$ cat src/rtl/flashcmd_pkg.sv
package flashcmd_pkg;

   typedef enum logic [1:0] {
      CMD_NONE    = 2'd0,
      CMD_CHIP    = 2'd1,
      CMD_SECTOR  = 2'd2,
      CMD_SUSPEND = 2'd3
   } cmd_e;

   typedef enum logic [3:0] {
      ST_IDLE,
      ST_U1,
      ST_U2,
      ST_SETUP,
      ST_U3,
      ST_U4,
      ST_BP_IDLE,
      ST_BP_SETUP,
      ST_BP_EXIT
   } seq_e;

   localparam logic [7:0] D_UNLOCK1  = 8'hAA;
   localparam logic [7:0] D_UNLOCK2  = 8'h55;
   localparam logic [7:0] D_SETUP    = 8'h80;
   localparam logic [7:0] D_CHIP     = 8'h10;
   localparam logic [7:0] D_SECTOR   = 8'h30;
   localparam logic [7:0] D_BP_ENTER = 8'h20;
   localparam logic [7:0] D_BP_EXIT1 = 8'h90;
   localparam logic [7:0] D_BP_EXIT2 = 8'h00;
   localparam logic [7:0] D_SUSPEND  = 8'hB0;

endpackage

$ cat src/rtl/flashcmd_match.sv
module flashcmd_match #(
   parameter int AW               = 12,
   parameter int UNLOCK_ADDR1     = 'h555,
   parameter int UNLOCK_ADDR2     = 'h2AA,
   parameter bit FULL_ADDR_DECODE = 1'b1
) (
   input  logic [AW-1:0] addr,
   output logic          at_a1,
   output logic          at_a2
);
   localparam int CMP_W = 11;
   localparam logic [AW-1:0] A1_FULL = AW'(UNLOCK_ADDR1);
   localparam logic [AW-1:0] A2_FULL = AW'(UNLOCK_ADDR2);

   generate
      if (FULL_ADDR_DECODE) begin : g_full
         assign at_a1 = (addr == A1_FULL);
         assign at_a2 = (addr == A2_FULL);
      end else begin : g_partial
         assign at_a1 = (addr[CMP_W-1:0] == A1_FULL[CMP_W-1:0]);
         assign at_a2 = (addr[CMP_W-1:0] == A2_FULL[CMP_W-1:0]);
      end
   endgenerate
endmodule

$ cat src/rtl/flashcmd_seq.sv
module flashcmd_seq
   import flashcmd_pkg::*;
(
   input  logic       clk,
   input  logic       rst_n,
   input  logic       wr_en,
   input  logic [7:0] code,
   input  logic       at_a1,
   input  logic       at_a2,
   input  logic       erase_busy,
   input  logic       secure_en,
   output logic       fire,
   output cmd_e       fire_code,
   output logic       in_bypass
);
   seq_e state, state_nx;
   logic is_bp;

   assign is_bp     = (state == ST_BP_IDLE) || (state == ST_BP_SETUP) ||
                      (state == ST_BP_EXIT);
   assign in_bypass = is_bp;

   always_comb begin
      state_nx  = state;
      fire      = 1'b0;
      fire_code = CMD_NONE;
      if (wr_en) begin
         if (erase_busy) begin
            if (!is_bp && code == D_SUSPEND) begin
               fire      = 1'b1;
               fire_code = CMD_SUSPEND;
            end
         end else if (!(is_bp && secure_en)) begin
            unique case (state)
               ST_IDLE:  state_nx = (at_a1 && code == D_UNLOCK1) ? ST_U1 : ST_IDLE;
               ST_U1:    state_nx = (at_a2 && code == D_UNLOCK2) ? ST_U2 : ST_IDLE;
               ST_U2: begin
                  if (at_a1 && code == D_SETUP)         state_nx = ST_SETUP;
                  else if (at_a1 && code == D_BP_ENTER) state_nx = ST_BP_IDLE;
                  else                                  state_nx = ST_IDLE;
               end
               ST_SETUP: state_nx = (at_a1 && code == D_UNLOCK1) ? ST_U3 : ST_IDLE;
               ST_U3:    state_nx = (at_a2 && code == D_UNLOCK2) ? ST_U4 : ST_IDLE;
               ST_U4: begin
                  state_nx = ST_IDLE;
                  if (at_a1 && code == D_CHIP) begin
                     fire      = 1'b1;
                     fire_code = CMD_CHIP;
                  end else if (code == D_SECTOR) begin
                     fire      = 1'b1;
                     fire_code = CMD_SECTOR;
                  end
               end
               ST_BP_IDLE: begin
                  if (code == D_SETUP)         state_nx = ST_BP_SETUP;
                  else if (code == D_BP_EXIT1) state_nx = ST_BP_EXIT;
                  else                         state_nx = ST_BP_IDLE;
               end
               ST_BP_SETUP: begin
                  state_nx = ST_BP_IDLE;
                  if (code == D_CHIP) begin
                     fire      = 1'b1;
                     fire_code = CMD_CHIP;
                  end
               end
               ST_BP_EXIT: state_nx = (code == D_BP_EXIT2) ? ST_IDLE : ST_BP_IDLE;
               default:    state_nx = ST_IDLE;
            endcase
         end
      end
   end

   always_ff @(posedge clk) begin
      if (!rst_n) state <= ST_IDLE;
      else        state <= state_nx;
   end
endmodule

$ cat src/rtl/flashcmd_out.sv
module flashcmd_out
   import flashcmd_pkg::*;
#(
   parameter int AW = 12
) (
   input  logic          clk,
   input  logic          rst_n,
   input  logic          fire,
   input  cmd_e          fire_code,
   input  logic [AW-1:0] addr,
   output logic          cmd_valid,
   output logic [1:0]    cmd_code,
   output logic [AW-1:0] cmd_addr
);
   always_ff @(posedge clk) begin
      if (!rst_n) begin
         cmd_valid <= 1'b0;
         cmd_code  <= CMD_NONE;
         cmd_addr  <= '0;
      end else begin
         cmd_valid <= fire;
         if (fire) begin
            cmd_code <= fire_code;
            cmd_addr <= addr;
         end
      end
   end
endmodule

$ cat src/rtl/flashcmd_decoder.sv
module flashcmd_decoder #(
   parameter int AW               = 12,
   parameter int DW               = 8,
   parameter int UNLOCK_ADDR1     = 'h555,
   parameter int UNLOCK_ADDR2     = 'h2AA,
   parameter bit FULL_ADDR_DECODE = 1'b1
) (
   input  logic          clk,
   input  logic          rst_n,
   input  logic          wr_en,
   input  logic [AW-1:0] wr_addr,
   input  logic [DW-1:0] wr_data,
   input  logic          erase_busy,
   input  logic          secure_en,
   output logic          cmd_valid,
   output logic [1:0]    cmd_code,
   output logic [AW-1:0] cmd_addr,
   output logic          bypass_mode
);
   import flashcmd_pkg::*;

   localparam int CODE_W = 8;

   generate
      if (AW < 11) begin : g_bad_aw
         $error("flashcmd_decoder: AW must be at least 11");
      end
      if (DW < CODE_W) begin : g_bad_dw
         $error("flashcmd_decoder: DW must be at least 8");
      end
   endgenerate

   logic at_a1, at_a2, fire;
   cmd_e fire_code;

   flashcmd_match #(
      .AW(AW), .UNLOCK_ADDR1(UNLOCK_ADDR1), .UNLOCK_ADDR2(UNLOCK_ADDR2),
      .FULL_ADDR_DECODE(FULL_ADDR_DECODE)
   ) u_match (
      .addr(wr_addr), .at_a1(at_a1), .at_a2(at_a2)
   );

   flashcmd_seq u_seq (
      .clk(clk), .rst_n(rst_n), .wr_en(wr_en), .code(wr_data[CODE_W-1:0]),
      .at_a1(at_a1), .at_a2(at_a2), .erase_busy(erase_busy),
      .secure_en(secure_en), .fire(fire), .fire_code(fire_code),
      .in_bypass(bypass_mode)
   );

   flashcmd_out #(.AW(AW)) u_out (
      .clk(clk), .rst_n(rst_n), .fire(fire), .fire_code(fire_code),
      .addr(wr_addr), .cmd_valid(cmd_valid), .cmd_code(cmd_code),
      .cmd_addr(cmd_addr)
   );
endmodule

$ cat config.mk
export PLATFORM = sky130hd
export DESIGN_NAME = flashcmd_decoder
export DESIGN_NICKNAME = d
export VERILOG_FILES = /design/src/rtl/flashcmd_pkg.sv /design/src/rtl/flashcmd_match.sv /design/src/rtl/flashcmd_seq.sv /design/src/rtl/flashcmd_out.sv /design/src/rtl/flashcmd_decoder.sv
export SDC_FILE = /design/constraint.sdc
export NUM_CORES = 1
export LEC_CHECK = 0
export BUFFER_PORTS_ARGS = -buffer_cell sky130_fd_sc_hd__buf_4
export CAP_MARGIN = 20
export CORE_UTILIZATION = 34
export CTS_CLUSTER_SIZE = 8
export DETAILED_ROUTE_END_ITERATION = 8
export GPL_TIMING_DRIVEN = 0
export PLACE_DENSITY = 0.66
export SYNTH_ARGS = -nofsm -noshare
export SYNTH_HDL_FRONTEND = slang
export SYNTH_SLANG_ARGS = --single-unit
export TNS_END_PERCENT = 100
$ cat constraint.sdc
create_clock -name clk -period 2.1 [get_ports clk]
set_input_delay 0.42 -clock clk [delete_from_list [all_inputs] [get_ports clk]]
set_output_delay 0.42 -clock clk [all_outputs]
set_load 0.1 [all_outputs]
## Word level (Yosys, flattened, before mapping)

Index checks and enable logic that the tools add are counted.

- Flip-flop bits (word level): 19
- Latch bits: 0
- Bits in writable memories: 0
- Memory bits (read-only): 0
- Input bits: 25
- Logic and storage cells: 63
- Memories: 0

- $add $sub $neg: 0
- $mul: 0
- Divide/modulo/power cells: 0
- Magnitude comparators: 0
- Eq/ne operators: 18
- Shift operators: 0
- Multiplexer cells: 26
- Bitwise operators: 2
- Reductions and logical operators: 13

Operators by type and width:

| operator | number |
|---|---|
| equality test 8 bit, second input constant | 4 |
| one-hot mux 4 bit (8 select lines) | 1 |
| equality test 4 x 3 -> 1 bit, second input constant | 4 |
| equality test 8 x 6 -> 1 bit, second input constant | 2 |
| two-way mux 2 bit | 7 |
| equality test 12 x 10 -> 1 bit, second input constant | 1 |
| equality test 12 x 11 -> 1 bit, second input constant | 1 |
| two-way mux 3 bit | 4 |
| two-way mux 4 bit | 3 |
| two-way mux 1 bit | 9 |
| equality test 4 x 2 -> 1 bit, second input constant | 2 |
| equality test 8 x 5 -> 1 bit, second input constant | 1 |
| equality test 8 x 7 -> 1 bit, second input constant | 1 |
| zero test 8 bit | 1 |
| logical AND 1 bit | 7 |
| equality test 4 x 1 -> 1 bit, second input constant | 1 |
| equality test 4 bit, second input constant | 1 |
| zero test 4 bit | 1 |
| one-hot mux 2 bit (2 select lines) | 1 |
| AND reduction 3 bit | 1 |
| logical OR 1 bit | 2 |
| NOT 1 bit | 2 |
| one-hot mux 1 bit (2 select lines) | 1 |
| zero test 1 bit | 1 |

## Depth between registers and ports, before layout

Gate-level depths: netlist of run 1.

- Depth in word-level cells: 8
- Depth in mapped cells: 7

## Modules after synthesis

Synthesis of run 1 repeated with hierarchy kept, for this count alone.

- Cells, all modules: 134
- Area total of the unflattened synthesis: 1275.0 µm²

By module, submodules not included:

| module | instances | cells an instance | area an instance (µm²) | seq. area each (µm²) |
|---|---|---|---|---|
| flashcmd_seq | 1 | 79 | 631.9 | 80.1 |
| flashcmd_out | 1 | 47 | 570.5 | 300.3 |
| flashcmd_match | 1 | 8 | 72.6 | 0.0 |

## Worst setup path before layout of run 1

OpenSTA, ideal clock, no wires.

- Kind: register to register
- From: register u_seq.state[2]
- To: register u_seq.state[2]
- Arrival: 1922 ps
- Data required time: 2021 ps
- Setup slack: 99 ps
- Cell stages (with the launch flop): 7
- Buffers on the path: 1
- Cells stage by stage: dfxtp_1 > buf_6 > or4b_4 > nand2_2 > a21o_2 > a21boi_1 > a211oi_2

- Cells in the longest elaborated chain, start to end: 6

Ends and longest elaborated chain:

| element | line | text |
|---|---|---|
| from (decl) | flashcmd_seq.sv:16 | `seq_e state, state_nx;` |
| from (signal assigned) | flashcmd_seq.sv:75 | `else state <= state_nx;` |
| equality test 4 x 3 -> 1 bit | flashcmd_seq.sv:19 | `assign is_bp = (state == ST_BP_IDLE) \|\| (state == ST_BP_SETUP) \|\|` |
| logical OR 1 bit | flashcmd_seq.sv:19 |  |
| logical OR 1 bit * | flashcmd_seq.sv:19 |  |
| net bypass_mode | flashcmd_decoder.sv:18 | `output logic bypass_mode` |
| logical AND 1 bit * | flashcmd_seq.sv:33 | `end else if (!(is_bp && secure_en)) begin` |
| NOT 1 bit (no line) * | -- |  |
| AND reduction 3 bit (no line) * | -- |  |

Mark *: on every way through the listed nets, which the timed path passes. The rest lies on a longest branch.
A chain may end at the register's enable or synchronous reset.

## Worst setup path in the final report of run 1

- From: register u_seq.state[2]
- To: output port bypass_mode

- Cells in the longest elaborated chain, start to end: 3

Ends and longest elaborated chain:

| element | line |
|---|---|
| equality test 4 x 3 -> 1 bit | flashcmd_seq.sv:19 |
| logical OR 1 bit | flashcmd_seq.sv:19 |
| logical OR 1 bit * | flashcmd_seq.sv:19 |
| to (decl) | flashcmd_decoder.sv:18 |

Every way passes the cells marked *; elsewhere a longest branch is shown, timed or not.

==> metrics.txt, run 1 <==
synth unique cells=55; Reg2Reg Setup Slack=around 0.26 ns; predominant post-synthesis flop cell=dfxtp_1; Fmax=between 0.4 and 0.5 GHz; Cell Area, Placed=between 1500 and 2000 sq um; P_leak=between 0.6 and 0.7 nW; DRC=0; CP Launch Type=flop; CP required=about 1.7 ns; final setup violation count=0; CP endpoint kind=output pin; final slew viol count=0; EDFF count, synth=0; NumNets Final=around 230; Ant. Diodes=0; initial antenna violation count=0; PD cells=476.2 nW/um^2; syn_nets=185; CTS max path bufs=2; Post-Syn Instances=160; Area Overhead vs Synth=28.98%; clock group share of total power=between 20% and 30%; hold path startpoint=wr_addr[1]; CP cell instances=buf_6 -> or4b_4 -> nand2_2 -> buf_12; initial core utilization=between 30 and 40%; worst skew pair latency=approximately 0.25 ns; reg2reg start=u_seq.state[0]; slowest CP cell=or4b_4; switching share of total power=31.92%; RSZ-0062 raised after global routing=no; via count=~1,400; worst hold path depth=3; final design utilization=a little under half; final hold vios=0; Clk Tree Root Cell=clkbuf_8; Die Ht=approximately 66 microns; vias in the first global route=approximately 1,300; worst slew pin tran=a little under 0.7 ns; Die X-Extent=around 66 microns; CP Data Arrival Time=1.61 ns; Gate power share=a little over a quarter; setup ws final=slightly above 0.07 ns; Synth warnings=0; GRT Util Overall=a little under a fifth; CTS sink count=19; fillcell total=394; Wirelength per Cell=14.69 microns; DP Worst Slack=-0.02446 ns; ANT nets after route=0; share of post-route cells with drive strength above 1=around 43%; CTS clock-pin slew for the worst setup and hold paths=0.07 ns; hpwl dp=approximately 2.9 mm; Pint=between 0.0005 and 0.0006 W; largest net degree at the start of global routing=11; total global routing overflow=0; VDD IR max=about 0.00042 V; IO Count=41; routed vias/inst=between 5 and 6; commonest non-fill, non-tap cell in the layout=buf_4; critical path peak fanout=10; register area share after synthesis=27.19%; row count=22; Rel. slew slack=53.73%; Critical R2R Capture=u_out.cmd_addr[6]; first-pass GRT wire length=around 6.2 mm; DR pass1 iterations=4; most frequent cells in the layout=buf_4 (40), dfxtp_1 (19), nand3_1 (16); worst r2r path cells=7; Switch Pwr=around 0.00027 W; routability congestion estimate from global placement=between 0.9 and 1; CTS Buf Count=3; PortBufs=38; MaxCap Viol Count=0; Worst Hold Class=in -> reg; final WL=between 3 and 4 mm; # Post-CTS Setup Buffers=0; Final Instance Area=approximately 1800 sq um; worst setup path category=reg -> out; period utilization=between 90% and 100%; Synth async-reset ratio=0%; slowest stage delay, CP=roughly 0.56 ns; Hold EP=u_out.cmd_addr[1]; Worst Clk Skew=about 0.0038 ns; Flop pwr share=43.8%; hold_ws=approximately 0.45 ns; drt first-iter violations=77; outcome=completed; critical path startpoint=u_seq.state[2]; Cells after DPL=246; Netlist Area Pre-Place=1399 sq um; TritonCTS clock tree=yes; Synth Area per Inst=between 8 and 9 sq um; Finished Layout Cells=250; die area=approximately 4400 sq um; core area=approximately 3800 sq um; register bit total from synthesis=19; min cycle time layout=~2.0 ns; CTS H-tree lvls=1
[sequential cells by signal (all words and copies together), names as in the netlist]
name and flops:
u_out.cmd_code 2, u_out.cmd_valid 1, u_seq.state 4, u_out.cmd_addr 12
[cell type report]
cell class	count	area (sq um)	share of cell area, %
Multi-Input combinational cell	128	928.4	51.46
Sequential cell	19	380.4	21.08
Timing Repair Buffer	38	297.8	16.50
Buffer	11	85.08	4.716
Tap cell	48	60.06	3.329
Clock buffer	4	45.04	2.497
Inverter	2	7.507	0.4161
[synth_stat cells, types with 2 or more instances]
| cell | count | area share, % |
|---|---|---|
| dfxtp_1 | 19 | 27 |
| nand3_1 | 16 | 5.7 |
| nor3_2 | 2 | 1.4 |
| nor3b_1 | 3 | 1.6 |
| buf_2 | 4 | 1.4 |
| o21ai_0 | 8 | 2.9 |
| buf_4 | 3 | 1.6 |
| nor4b_2 | 2 | 2.1 |
| o41ai_1 | 2 | 1.3 |
| a21oi_2 | 9 | 5.6 |
| nor4bb_1 | 3 | 2.1 |
| nor2_1 | 6 | 1.6 |
| and4bb_2 | 6 | 5.4 |
| inv_1 | 2 | 0.54 |
| nor2b_1 | 2 | 0.89 |
| nor3_1 | 2 | 0.72 |
| o21ai_2 | 9 | 5.6 |
| and4_1 | 2 | 1.3 |
| a21oi_1 | 10 | 3.6 |
| nand3b_1 | 2 | 1.1 |
| nand2_1 | 11 | 3.0 |
| nand2b_1 | 2 | 0.89 |
| nand4_1 | 3 | 1.3 |
[logic make-up (layout without fill, tap and decap cells)]
logic type / after synthesis / in the layout / synth area share [%]
buf+inv: 13 / 55 / 6.440
xor+xnor: 1 / 1 / 0.6262
flops: 19 / 19 / 27.19
simple gates: 73 / 73 / 35.87
compound gates: 54 / 54 / 29.88
[per-layer routing]
layer / wire [microns] / global-route usage [%] / vias up
li1: - / - / 699
met1: 1780 / 25.26 / 654
met2: 1765 / 29.72 / 28
met3: 128 / 3.276 / 0
met4: 0 / 1.596 / 0
met5: 0 / 0 / -
[through the flow]
| step | power [W] | setup TNS, ns |
|---|---|---|
| floorplan | 0.0005359 | 0 |
| global placement | 0.0006163 | 0 |
| detailed placement | 0.0006170 | -0.1520 |
| CTS | 0.0008690 | 0 |
| global route | 0.0008984 | 0 |
| finish | 0.0008591 | 0 |
[worst max-delay path, delay by kind of cell, from the launching register on]
family,cells,cell delay (ns)
buf+inv,2,0.32
simple gates,2,0.69
flops,1,0.33
[timing repair]
action,CTS,global route
hold endpoints to repair,0,0
hold buffers,0,0
setup endpoints to repair,1,1
resized for setup,1,3
[power groups by stage]
stage          logic [W]  clock network, W  registers, W
6_report        0.000233          0.000250      0.000376
2_1_floorplan  0.0000787                 0      0.000457
5_1_grt         0.000247          0.000274      0.000377
3_3_place_gp    0.000232                 0      0.000385
4_1_cts         0.000233          0.000260      0.000376
3_5_place_dp    0.000232                 0      0.000385
[worst max path at each step]
stage | endpoint | depth (start not counted)
6_report | bypass_mode | 4
5_1_grt | bypass_mode | 4
4_1_cts | bypass_mode | 4
3_5_place_dp | u_out.cmd_addr[6] | 7
3_3_place_gp | u_out.cmd_addr[7] | 7
2_1_floorplan | u_seq.state[2] | 6
(Power assumes the default switching activity.)
==> run 2, diff against run 1 <==
--- a/config.mk
+++ b/config.mk
@@ -5,7 +5,7 @@
 export SDC_FILE = /design/constraint.sdc
 export NUM_CORES = 1
 export LEC_CHECK = 0
-export BUFFER_PORTS_ARGS = -buffer_cell sky130_fd_sc_hd__buf_4
+export BUFFER_PORTS_ARGS = -buffer_cell sky130_fd_sc_hd__buf_2
 export CAP_MARGIN = 20
 export CORE_UTILIZATION = 34
 export CTS_CLUSTER_SIZE = 8
==> constraint.sdc (replaced) <==
create_clock -name clk -period 2.1 [get_ports clk]
set_input_delay 0.42 -clock clk [delete_from_list [all_inputs] [get_ports clk]]
set_output_delay 0.42 -clock clk [all_outputs]
set_load 0.01 [all_outputs]
==> metrics.txt, run 2 (synthesized netlist as in run 1, its figures left out) <==
min cycle time layout=between 1.5 and 2 ns; VDD IR max=0.0002834 V; final hold vios=0; final slew viol count=0; # Post-CTS Setup Buffers=0; CP endpoint kind=output pin; Reg2Reg Setup Slack=0.27 ns; worst skew pair latency=roughly 0.25 ns; PD cells=between 400 and 500 nW/um^2; initial antenna violation count=0; switching share of total power=26.95%; DP Worst Slack=between 0.004 and 0.005 ns; Fmax=approximately 0.50 GHz; routed vias/inst=5.612; post-CTS sizing=0; hold_ws=0.4456 ns; ANT nets after route=0; commonest non-fill, non-tap cell in the layout=buf_2; Die Ht=between 60 and 70 microns; die area=between 4000 and 5000 sq um; Flop pwr share=48.4%; Switch Pwr=between 0.0002 and 0.00025 W; area of the multi-input gates=around 930 sq um; CTS max path bufs=2; IO Count=41; most frequent cells in the layout=buf_2 (42), dfxtp_1 (19), nand3_1 (16); outcome=completed; period utilization=94.51%; Worst Hold Class=in -> reg; Die X-Extent=about 66 microns; Worst Clk Skew=roughly 0.0021 ns; MaxCap Viol Count=0; CTS Buf Count=3; Post-CTS Hold Buffers=0; setup_tns=0 ns; Top Registers=u_out.cmd_addr: 12 flops, u_seq.state: 4 flops, u_out.cmd_code: 2 flops; initial core utilization=between 30% and 40%; worst r2r path cells=7; Gate power share=18.9%; CP Launch Type=flop; Wirelength per Cell=14.20 microns; CTS sink count=19; CTS H-tree lvls=1; share of post-route cells with drive strength above 1=a little over two fifths; first-pass GRT wire length=between 6 and 7 mm; worst slew pin tran=approximately 0.7 ns; clock group share of total power=between 30% and 40%; Rel. slew slack=between 50% and 60%; Final Instance Area=roughly 1700 sq um; row count=22; CTS clock-pin slew for the worst setup and hold paths=about 0.07 ns; max FFs per register=12; final WL=~3.6 mm; PortBufs=38; Clk Tree Root Cell=clkbuf_8; DR pass1 iterations=4; TritonCTS clock tree=yes; drt first-iter violations=45; Cell Area, Placed=1649 sq um; worst setup path category=reg -> out; fillcell total=between 300 and 400; GRT Util Overall=17.76%; Ant. Diodes=0; Area Overhead vs Synth=21.11%; worst hold path depth=3; final design utilization=44.60%; routability congestion estimate from global placement=0.9137; final setup violation count=0; RSZ-0062 raised after global routing=no; DRC=0; via count=~1,400; setup ws final=between 0.1 and 0.15 ns; vias in the first global route=between 1,000 and 1,500; FF/Latch Area=about 380 sq um; total global routing overflow=0; Pint=0.0005673 W; core area=around 3800 sq um; P_leak=around 0.66 nW; NumNets Final=about 230; critical path peak fanout=10; CP Data Arrival Time=approximately 1.6 ns; hpwl dp=between 2 and 3 mm; Biggest register=u_out.cmd_addr; largest net degree at the start of global routing=11; CP required=approximately 1.7 ns
-- run 2: cell types whose count changed in the layout (fill, tap and decap cells not counted), sizes merged --
cell	before	now
clkbuf	7	6
buf	46	47
-- run 2: worst paths after layout --
kind | start | end
setup reg to reg | u_seq.state[0] | u_out.cmd_addr[4]
hold / removal | wr_addr[1] | u_out.cmd_addr[1]
hold reg to reg | u_out.cmd_addr[9] | u_out.cmd_addr[9]
setup / recovery | u_seq.state[3] | bypass_mode
-- run 2: power by group through the flow --
stage | Clock, W | Sequential, W | Combinational (W)
floorplan | 0 | 0.000389 | 0.0000784
global placement | 0 | 0.000384 | 0.000145
detailed placement | 0 | 0.000384 | 0.000146
CTS | 0.000264 | 0.000376 | 0.000147
global route | 0.000280 | 0.000377 | 0.000160
finish | 0.000254 | 0.000376 | 0.000147
-- run 2: worst max-delay path, stage by stage (launching register included) --
cell     delay [ns]
dfxtp_1        0.35
buf_2          0.21
or4b_4         0.51
nand2_2        0.10
buf_2          0.13
-- run 2: layout make-up --
class / count / share of cell area [%]
Buffer: 11 / 4.874
Tap cell: 48 / 3.545
Timing Repair Buffer: 38 / 11.23
Sequential cell: 19 / 22.45
Multi-Input combinational cell: 128 / 54.80
Clock buffer: 4 / 2.659
Inverter: 2 / 0.4431
-- run 2: per-layer routing --
layer | global-route usage [%] | wire (microns) | vias to the layer above
met5 | 0 | 0 | -
met4 | 3.457 | 25 | 0
met3 | 4.310 | 233 | 4
met2 | 28.44 | 1663 | 45
met1 | 24.11 | 1629 | 650
li1 | - | - | 704
-- run 2: metrics by stage --
stage | power [W] | cells
6_report | 0.0007766 | 250
3_5_place_dp | 0.0005301 | 246
5_1_grt | 0.0008172 | 250
2_1_floorplan | 0.0004674 | 160
4_1_cts | 0.0007861 | 250
3_3_place_gp | 0.0005291 | 246
